`src/rtl/sccfg_pkg.sv`:
```
package sccfg_pkg;

    localparam int WORD_W = 32;
    localparam int REGNUM_W = 4;
    localparam int SUBOP_W = 3;

    localparam logic [WORD_W-1:0] CTRL_WR_MASK = 32'h0000_008D;
    localparam logic [WORD_W-1:0] RGN_WR_MASK = 32'hFFFF_F03F;

    typedef enum logic [2:0] {
        TGT_NONE,
        TGT_ID,
        TGT_CTRL,
        TGT_CACHE,
        TGT_BUFF,
        TGT_PERM,
        TGT_REGION
    } target_e;

    typedef struct packed {
        logic    valid;
        logic    write;
        logic    trap;
        logic    side;
        target_e target;
    } dec_t;

endpackage

```
`src/rtl/sccfg_decode.sv`:
```
module sccfg_decode
    import sccfg_pkg::*;
#(
    parameter int NUM_REGIONS = 8,
    parameter int IDX_W = 3
) (
    input  logic                acc_valid,
    input  logic                acc_write,
    input  logic                priv,
    input  logic [REGNUM_W-1:0] reg_num,
    input  logic [3:0]          aux_idx,
    input  logic [SUBOP_W-1:0]  sub_op,
    output dec_t                dec,
    output logic [IDX_W-1:0]    rgn_idx
);

    target_e tgt;
    logic    bad_unit;
    logic    bad_index;

    always_comb begin
        case (reg_num)
            4'd0:    tgt = TGT_ID;
            4'd1:    tgt = TGT_CTRL;
            4'd2:    tgt = TGT_CACHE;
            4'd3:    tgt = TGT_BUFF;
            4'd5:    tgt = TGT_PERM;
            4'd6:    tgt = TGT_REGION;
            default: tgt = TGT_NONE;
        endcase
    end

    assign bad_unit  = (sub_op[SUBOP_W-1:1] != '0);
    assign bad_index = (tgt == TGT_REGION) && (32'(aux_idx) >= 32'(NUM_REGIONS));

    always_comb begin
        dec.valid  = acc_valid;
        dec.write  = acc_write;
        dec.side   = sub_op[0];
        dec.target = tgt;
        dec.trap   = acc_valid && (!priv || (tgt == TGT_NONE) || bad_unit || bad_index);
    end

    assign rgn_idx = aux_idx[IDX_W-1:0];

endmodule

```
`src/rtl/sccfg_unit_bank.sv`:
```
module sccfg_unit_bank
    import sccfg_pkg::*;
#(
    parameter int NUM_REGIONS = 8,
    parameter int IDX_W = 3,
    parameter bit HAS_BUFFER = 1'b1
) (
    input  logic              clk,
    input  logic              rst_n,
    input  logic              wr_en,
    input  target_e           target,
    input  logic [IDX_W-1:0]  rgn_idx,
    input  logic [WORD_W-1:0] wdata,
    output logic [WORD_W-1:0] rd_word
);

    localparam int PERM_W = 2 * NUM_REGIONS;

    typedef struct packed {
        logic [NUM_REGIONS-1:0]             cach;
        logic [NUM_REGIONS-1:0]             buff;
        logic [PERM_W-1:0]                  perm;
        logic [NUM_REGIONS-1:0][WORD_W-1:0] rgn;
    } bank_t;

    bank_t st_d, st_q;
    logic  buff_allow;

    generate
        if (HAS_BUFFER) begin : g_buff_on
            assign buff_allow = 1'b1;
        end else begin : g_buff_off
            assign buff_allow = 1'b0;
        end
    endgenerate

    always_comb begin
        st_d = st_q;
        if (wr_en) begin
            case (target)
                TGT_CACHE:  st_d.cach = wdata[NUM_REGIONS-1:0];
                TGT_BUFF:   if (buff_allow) st_d.buff = wdata[NUM_REGIONS-1:0];
                TGT_PERM:   st_d.perm = wdata[PERM_W-1:0];
                TGT_REGION: st_d.rgn[rgn_idx] = wdata & RGN_WR_MASK;
                default:    ;
            endcase
        end
    end

    always_ff @(posedge clk or negedge rst_n) begin
        if (!rst_n) st_q <= '0;
        else        st_q <= st_d;
    end

    always_comb begin
        rd_word = '0;
        case (target)
            TGT_CACHE:  rd_word[NUM_REGIONS-1:0] = st_q.cach;
            TGT_BUFF:   rd_word[NUM_REGIONS-1:0] = st_q.buff;
            TGT_PERM:   rd_word[PERM_W-1:0] = st_q.perm;
            TGT_REGION: rd_word = st_q.rgn[rgn_idx];
            default:    rd_word = '0;
        endcase
    end

endmodule

```
`src/rtl/sccfg_regfile.sv`:
```
module sccfg_regfile
    import sccfg_pkg::*;
#(
    parameter int NUM_REGIONS = 8,
    parameter logic [7:0]  ID_IMPL = 8'h5A,
    parameter logic [7:0]  ID_ARCH = 8'h02,
    parameter logic [11:0] ID_PART = 12'h317,
    parameter logic [3:0]  ID_REV  = 4'h1
) (
    input  logic                clk,
    input  logic                rst_n,
    input  logic                acc_valid,
    input  logic                acc_write,
    input  logic [REGNUM_W-1:0] reg_num,
    input  logic [3:0]          aux_idx,
    input  logic [SUBOP_W-1:0]  sub_op,
    input  logic                priv,
    input  logic [WORD_W-1:0]   wdata,
    output logic [WORD_W-1:0]   rdata,
    output logic                undef_trap
);

    localparam int IDX_W = (NUM_REGIONS > 1) ? $clog2(NUM_REGIONS) : 1;
    localparam int NUM_UNITS = 2;
    localparam logic [WORD_W-1:0] ID_WORD = {ID_IMPL, ID_ARCH, ID_PART, ID_REV};

    typedef struct packed {
        logic [WORD_W-1:0] ctrl;
        logic [WORD_W-1:0] rdata;
        logic              trap;
    } top_t;

    dec_t              dec;
    logic [IDX_W-1:0]  rgn_idx;
    logic              wr_ok;
    logic [WORD_W-1:0] bank_rd [NUM_UNITS];
    top_t              s_d, s_q;

    sccfg_decode #(
        .NUM_REGIONS(NUM_REGIONS),
        .IDX_W(IDX_W)
    ) u_decode (
        .acc_valid(acc_valid),
        .acc_write(acc_write),
        .priv(priv),
        .reg_num(reg_num),
        .aux_idx(aux_idx),
        .sub_op(sub_op),
        .dec(dec),
        .rgn_idx(rgn_idx)
    );

    assign wr_ok = dec.valid && !dec.trap && dec.write;

    generate
        for (genvar u = 0; u < NUM_UNITS; u++) begin : g_unit
            sccfg_unit_bank #(
                .NUM_REGIONS(NUM_REGIONS),
                .IDX_W(IDX_W),
                .HAS_BUFFER(u == 0)
            ) u_bank (
                .clk(clk),
                .rst_n(rst_n),
                .wr_en(wr_ok && (dec.side == 1'(u))),
                .target(dec.target),
                .rgn_idx(rgn_idx),
                .wdata(wdata),
                .rd_word(bank_rd[u])
            );
        end
    endgenerate

    always_comb begin
        s_d = s_q;
        s_d.trap  = dec.trap;
        s_d.rdata = '0;
        if (wr_ok && dec.target == TGT_CTRL) begin
            s_d.ctrl = wdata & CTRL_WR_MASK;
        end
        if (dec.valid && !dec.trap && !dec.write) begin
            case (dec.target)
                TGT_ID:   s_d.rdata = ID_WORD;
                TGT_CTRL: s_d.rdata = s_q.ctrl;
                default:  s_d.rdata = bank_rd[dec.side];
            endcase
        end
    end

    always_ff @(posedge clk or negedge rst_n) begin
        if (!rst_n) s_q <= '0;
        else        s_q <= s_d;
    end

    assign rdata      = s_q.rdata;
    assign undef_trap = s_q.trap;

endmodule

```
`config.mk`:
```
export PLATFORM = sky130hd
export DESIGN_NAME = sccfg_regfile
export DESIGN_NICKNAME = d
export VERILOG_FILES = /design/src/rtl/sccfg_pkg.sv /design/src/rtl/sccfg_decode.sv /design/src/rtl/sccfg_unit_bank.sv /design/src/rtl/sccfg_regfile.sv
export SDC_FILE = /design/constraint.sdc
export NUM_CORES = 1
export LEC_CHECK = 0
export BUFFER_PORTS_ARGS = -buffer_cell sky130_fd_sc_hd__buf_2
export CORE_ASPECT_RATIO = 1.4
export CORE_UTILIZATION = 62
export CTS_BUF_LIST = sky130_fd_sc_hd__clkbuf_16
export CTS_CLUSTER_SIZE = 12
export DETAILED_ROUTE_END_ITERATION = 10
export PLACE_DENSITY = 0.8
export SKIP_LAST_GASP = 1
export SLEW_MARGIN = 10
export SYNTH_ARGS = -nofsm -noshare
export SYNTH_HDL_FRONTEND = slang
export SYNTH_HIERARCHICAL = 1
export SYNTH_SLANG_ARGS = --single-unit
```
`constraint.sdc`:
```
create_clock -name clk -period 1.8 [get_ports clk]
set_clock_uncertainty 0.1 [all_clocks]
set_input_delay 0.18 -clock clk [delete_from_list [all_inputs] [get_ports clk]]
set_output_delay 0.18 -clock clk [all_outputs]
set_load 0.005 [all_outputs]
```
==> results of run 1 <==
## stage by stage
| step | hold slack [ns] | total power [mW] |
|---|---|---|
| 6_report | 0.0191 | 23.5 |
| 5_1_grt | 0.0330 | 24.0 |
| 4_1_cts | 0.00259 | 23.2 |
| 3_5_place_dp | -0.0493 | 13.5 |
| 3_3_place_gp | -0.0487 | 13.5 |
| 2_1_floorplan | -0.216 | 12.7 |
## flip-flops by register name, summed over array words and instances (netlist names)
name and cells:
s_q 4, undef_trap 1, rdata 32, g_unit.u_bank/st_q 472
## layout make-up
type / count / area, um^2
Clock buffer: 53 / 1330
Tap cell: 522 / 653
Timing Repair Buffer: 369 / 4190
Multi-Input combinational cell: 1030 / 11800
Inverter: 3 / 13.8
Clock inverter: 18 / 96.3
Antenna cell: 2 / 5.00
Sequential cell: 509 / 12700
Fill cell: 1809 / 7630
## worst max-delay path, cell delays in order
cell	delay, ns
buf_8	0.10
o41ai_4	0.36
o21ai_2	0.12
nand3b_1	0.26
buf_6	0.18
nor2_4	0.12
nand4b_4	0.24
nor4_4	0.40
buf_4	0.20
buf_6	0.14
mux2_2	0.35
## cell usage after synthesis, types with 22 or more instances
| library cell | count | area [um^2] |
|---|---|---|
| o21ai_0 | 29 | 145 |
| nand2b_1 | 27 | 169 |
| nand2_1 | 50 | 188 |
| mux2_4 | 22 | 330 |
| clkbuf_1 | 27 | 101 |
| mux2i_1 | 81 | 811 |
| buf_4 | 61 | 458 |
| dfrtp_1 | 509 | 12700 |
| mux2_2 | 466 | 5250 |
| buf_2 | 44 | 220 |
| mux4_2 | 59 | 1330 |
| buf_6 | 23 | 259 |
| nor2_1 | 51 | 191 |
## report_power, final
group          switching (mW)  total, mW  internal (mW)  leakage (nW)
Sequential              0.124       11.7           11.6          7.09
Clock                    4.43       9.77           5.34         0.732
Combinational            1.19       2.01          0.820          7.23
Total                    5.75       23.5           17.8          15.0
## metal layers
layer,GRT usage [%],up-vias
met2,59.8,1225
met5,0,-
met1,47.0,8944
li1,-,6693
met4,20.0,6
met3,5.69,461
## timing repair
action | CTS | global route
setup endpoints to repair | 421 | 504
endpoints found under the hold margin | 599 | 0
setup buffers | 39 | 31
hold buffers | 15 | 0
pin swaps | 17 | 39
gates resized for setup | 114 | 163
gates cloned | 25 | 8
## cell families after synthesis
kind of cell | share of synthesized area [%]
mux | 32.3
simple gates | 6.22
flops | 52.4
xor+xnor | 0.0721
compound gates | 4.34
buf+inv | 4.61
## worst max-delay path by stage
| stage | start | end | slack [ns] |
|---|---|---|---|
| final | reg_num[3] | g_unit[0].u_bank/st_q[16] | -0.50 |
| after global routing | reg_num[3] | g_unit[0].u_bank/st_q[28] | -0.56 |
| after CTS | reg_num[3] | g_unit[0].u_bank/st_q[148] | -0.23 |
| after detailed placement | priv | g_unit[0].u_bank/st_q[31] | -0.89 |
| after global placement | priv | g_unit[0].u_bank/st_q[29] | -0.83 |
| after floorplan | reg_num[3] | g_unit[0].u_bank/st_q[12] | -0.64 |
==> reports/results.txt, run 1 <==
worst vdd rail ir drop: 741 uV
LEAKAGE: 15.0 nW
Post-synth ARST share: 100%
Slew headroom: 42.7%
WL final: 81.2 mm
hold path depth: 2
area growth from synthesis to layout: 27.1%
metal3 WL: 8.10 mm
DR pass1 iterations: 8
fin util: 80.2%
RSZ-0062 raised after global routing: yes
# clock sinks: 509
Die Area: 40000 um^2
post-route cell area: 30900 um^2
layout cells sized above 1: 54.2%
initial antenna violation count: 4
yosys warns: 6
Mapped Nets: 1755
crit end category: flip-flop
final setup fails: 499
Post-DRT Antenna Nets: 0
Ports: 81
pre-CTS WS: -0.889 ns
Root Driver: clkbuf_16
failing checks: setup timing
insertion delay to the later sink of the worst-skew pair: 0.60 ns
worst hold path endpoint: g_unit[0].u_bank/st_q[220]
Hold Vio Cnt, Final: 0
vias in the first global route: 17700
Reg clk slew, reported paths: 0.06 ns
Port Buffers: 80
nets: 2011
row cnt: 85
Seq/Total Area, Yosys: 52.4%
FMAX: 435 MHz
post-synthesis instance total: 1707
pins over their slew limit: 0
worst endpoint required time: 2.16 ns
Die X: 169 um
crit share post-route: 128%
# DRC: 0
Hold Crit Class: input port to flip-flop
H-tree depth: 2
Slew @ Worst Pin: 0.857 ns
r2r worst-path depth: 6
Pwr per Cell Area: 762 nW/um^2
core area: 38500 um^2
crit path launch type: input port
Primary FF master, synth: dfrtp_1
dpl cell area: 27100 um^2
vias per cell: 6.92
WP data arrival: 2.66 ns
R2R setup slack: -0.24 ns
Synth cell types: 68
setup TNS: -139.60 ns
Clock Tree Buf Depth: 3
Synth Area per Inst: 14.2 um^2
mapped cell area: 24300 um^2
CTS buffer count: 50
initial core utilization: 63.1%
clock period minus worst slack: 2.30 ns
via count: 17300
Die H: 236 um
GPL Wtd Cong: 0.840
Remaining Overflow, GRT: 0
pin count of the biggest net entering global routing: 94
R2R Path End: rdata[30]
Detail Route met2 WL: 38.8 mm
worst reg2reg startpoint: g_unit[0].u_bank/st_q[222]
Non-Filler Instances: 2506
initial drt markers: 1769
Synth Register Bits: 509
wl on met1: 28.0 mm
most common cell after layout, fill and taps aside: dfrtp_1
Post-synth EDFFs: 0
MaxCap Viol Count: 0
first-pass GRT wire length: 109 mm
Detail Placement HPWL: 39.1 mm
setup ws final: -0.497 ns
hold_sp: wdata[28]
CTS tree: built
placed instance count: 2344
Critical Path Fanout Max: 5
GR Util All Layers: 36.6%
Crit Path Category: input port to flip-flop
status: finished, violations left
routed length per instance: 32.4 um
most frequent cells in the layout: dfrtp_1, mux2_2, mux2_4, buf_4
max layer used: met5
No activity file was read; power rests on OpenSTA's default activity.
==> run 2: changes to the inputs <==
- CORE_UTILIZATION: 62 -> 40
- PLACE_DENSITY: 0.8 -> not set
==> reports/results.txt, run 2 (same netlist as run 1, synthesis figures left out) <==
area growth from synthesis to layout: 26.7%
vias per cell: 5.41 (-22%)
final setup fails: 415 (-17%)
worst reg2reg startpoint: g_unit[1].u_bank/st_q[190]
initial core utilization: 40.6% (-22 points)
Clock Tree Buf Depth: 3 (unchanged)
CTS buffer count: 51 (+2.0%)
MaxCap Viol Count: 0 (unchanged)
CP bufs+invs: 5 (+1)
first-pass GRT wire length: 102 mm (-6.1%)
worst endpoint required time: 2.19 ns (+0.03 ns)
Slowest cell on crit path: o41ai_4
via count: 15100 (-13%)
Root Driver: clkbuf_16
GR Layer Usage met1: 28.3% (-19 points)
Die X: 210 um (+24%)
Ports: 81 (unchanged)
vias in the first global route: 16300 (-8.2%)
Die H: 294 um (+24%)
nets: 2002 (-0.45%)
layout cells sized above 1: 52.3% (-2.0 points)
dpl cell area: 27600 um^2 (+1.8%)
initial antenna violation count: 0 (-4)
CTS tree: built
met3 usage: 3.72% (-2.0 points)
switching power: 5.56 mW (-3.2%)
Pwr Total: 23.3 mW (-1.0%)
crit share post-route: 114% (-14 points)
crit end category: flip-flop
pins over their slew limit: 0 (unchanged)
worst vdd rail ir drop: 717 uV (-3.3%)
DR pass1 iterations: 7 (-1)
FMAX: 489 MHz (+12%)
hold_sp: sub_op[0]
setup ws final: -0.245 ns (+0.252 ns)
status: finished, violations left
Clock power frac: 41.8% (+0.2 points)
Hold Crit Class: input port to flip-flop
Detail Placement HPWL: 41.8 mm (+6.8%)
share of power burned in registers: 50.3% (+0.4 points)
max reg flops: 472 (unchanged)
Critical Path Max Stage Delay: 0.34 ns (-0.06 ns)
R2R Path End: rdata[30]
worst path cell trace: buf_6, o41ai_4, o21ai_2, nand3b_1, buf_6, nor2_4, buf_4, and4b_1, buf_12, nand4_4, buf_12, mux2_2
R2R setup slack: -0.01 ns (+0.23 ns)
hold path depth: 4 (+2)
WL final: 67.4 mm (-17%)
GR peak layer: met2
crit path launch type: input port
Slew @ Worst Pin: 0.892 ns (+0.0356 ns)
RSZ-0062 raised after global routing: yes
Die Area: 61700 um^2 (+54%)
Critical Path Fanout Max: 18 (+13)
Comb pwr share: 7.9% (-0.6 points)
Biggest register: g_unit.u_bank/st_q
Switching Share: 23.9% (-0.53 points)
Crit Path Category: input port to flip-flop
WP data arrival: 2.43 ns (-0.23 ns)
GPL Wtd Cong: 0.796 (-5.3%)
Hold Vio Cnt, Final: 0 (unchanged)
Slew headroom: 40.3% (-2.4 points)
# diodes: 0 (-2)
worst hold path endpoint: rdata[10]
routed length per instance: 24.2 um (-25%)
GR Util met2: 37.2% (-23 points)
Int Pwr: 17.7 mW (-0.31%)
Pwr per Cell Area: 756 nW/um^2 (-0.73%)
Post-DRT Antenna Nets: 0 (unchanged)
clock period minus worst slack: 2.05 ns (-0.252 ns)
H-tree depth: 2 (unchanged)
post-route cell area: 30800 um^2 (-0.28%)
LEAKAGE: 14.9 nW (-1.2%)
row cnt: 106 (+25%)
GR Util All Layers: 22.1% (-15 points)
Port Buffers: 80 (unchanged)
most common cell after layout, fill and taps aside: dfrtp_1
# clock sinks: 509 (unchanged)
failing checks: setup timing
# DRC: 0 (unchanged)
delay-heaviest family, CP: buffers and inverters
r2r worst-path depth: 7 (+1)
initial drt markers: 807 (-54%)
setup TNS: -63.29 ns (+76.32 ns)
most frequent cells in the layout: dfrtp_1, mux2_2, mux2_4, buf_4, buf_12
Reg clk slew, reported paths: 0.06 ns (about the same)
Remaining Overflow, GRT: 0 (unchanged)
insertion delay to the later sink of the worst-skew pair: 0.61 ns (about the same)
pin count of the biggest net entering global routing: 82 (-13%)
core area: 59800 um^2 (+55%)
## run 2: worst register-to-register path: stages, from the launching register on
cell and delay [ns]:
dfrtp_1 0.39, mux2_4 0.28, a221oi_2 0.24, a21oi_1 0.06, o21a_1 0.18, mux2i_2 0.20, o21ai_1 0.11, buf_4 0.16
## run 2: how the worst max path moves through the flow
stage	start	to	slack, ns	cells after the start
2_1_floorplan	reg_num[3]	g_unit[0].u_bank/st_q[12]	-0.64	8
3_3_place_gp	priv	g_unit[1].u_bank/st_q[180]	-0.92	11
3_5_place_dp	reg_num[3]	g_unit[1].u_bank/st_q[179]	-0.88	10
4_1_cts	reg_num[3]	g_unit[0].u_bank/st_q[240]	-0.24	12
5_1_grt	sub_op[1]	g_unit[1].u_bank/st_q[116]	-0.34	13
6_report	sub_op[1]	g_unit[0].u_bank/st_q[240]	-0.25	12
## run 2: power by group through the flow
| stage | Sequential, mW | Combinational [mW] | Clock [mW] |
|---|---|---|---|
| global route | 11.7 | 1.98 | 10.4 |
| finish | 11.7 | 1.84 | 9.73 |
| CTS | 11.7 | 1.78 | 9.96 |
| detailed placement | 11.9 | 1.69 | 0 |
| floorplan | 11.9 | 0.790 | 0 |
| global placement | 11.9 | 1.67 | 0 |
## run 2: metrics by stage
| step | std cells | setup slack [ns] | util (%) | hold slack [ns] |
|---|---|---|---|---|
| floorplan | 1707 | -0.642 | - | -0.216 |
| global placement | 2636 | -0.924 | 46.2 | -0.00679 |
| detailed placement | 2636 | -0.883 | 46.2 | -0.00972 |
| CTS | 2785 | -0.242 | 50.6 | 0.0435 |
| global route | 2787 | -0.336 | 51.5 | 0.0857 |
| finish | 2787 | -0.245 | 51.5 | 0.0638 |
## run 2: area by class of cell
type / instances / area [um^2]
Fill cell: 4951 / 29000
Sequential cell: 509 / 12700
Multi-Input combinational cell: 1030 / 11600
Timing Repair Buffer: 359 / 3920
Clock buffer: 52 / 1300
Tap cell: 810 / 1010
Clock inverter: 24 / 151
Inverter: 3 / 13.8
## run 2: timing repair
action / CTS / global route
buffers inserted: 28 / 18
endpoints found under the setup margin: 439 / 477
resized for setup: 60 / 133
pin swaps: 5 / 42
hold buffers: 30 / 0
endpoints found under the hold margin: 833 / 0
cloned: 15 / 5
## run 2: per-layer routing
metal	share of wire [%]	wire, um
met4	3.6	2440
met2	50	34000
met3	4.2	2830
met1	42	28100
met5	0	0
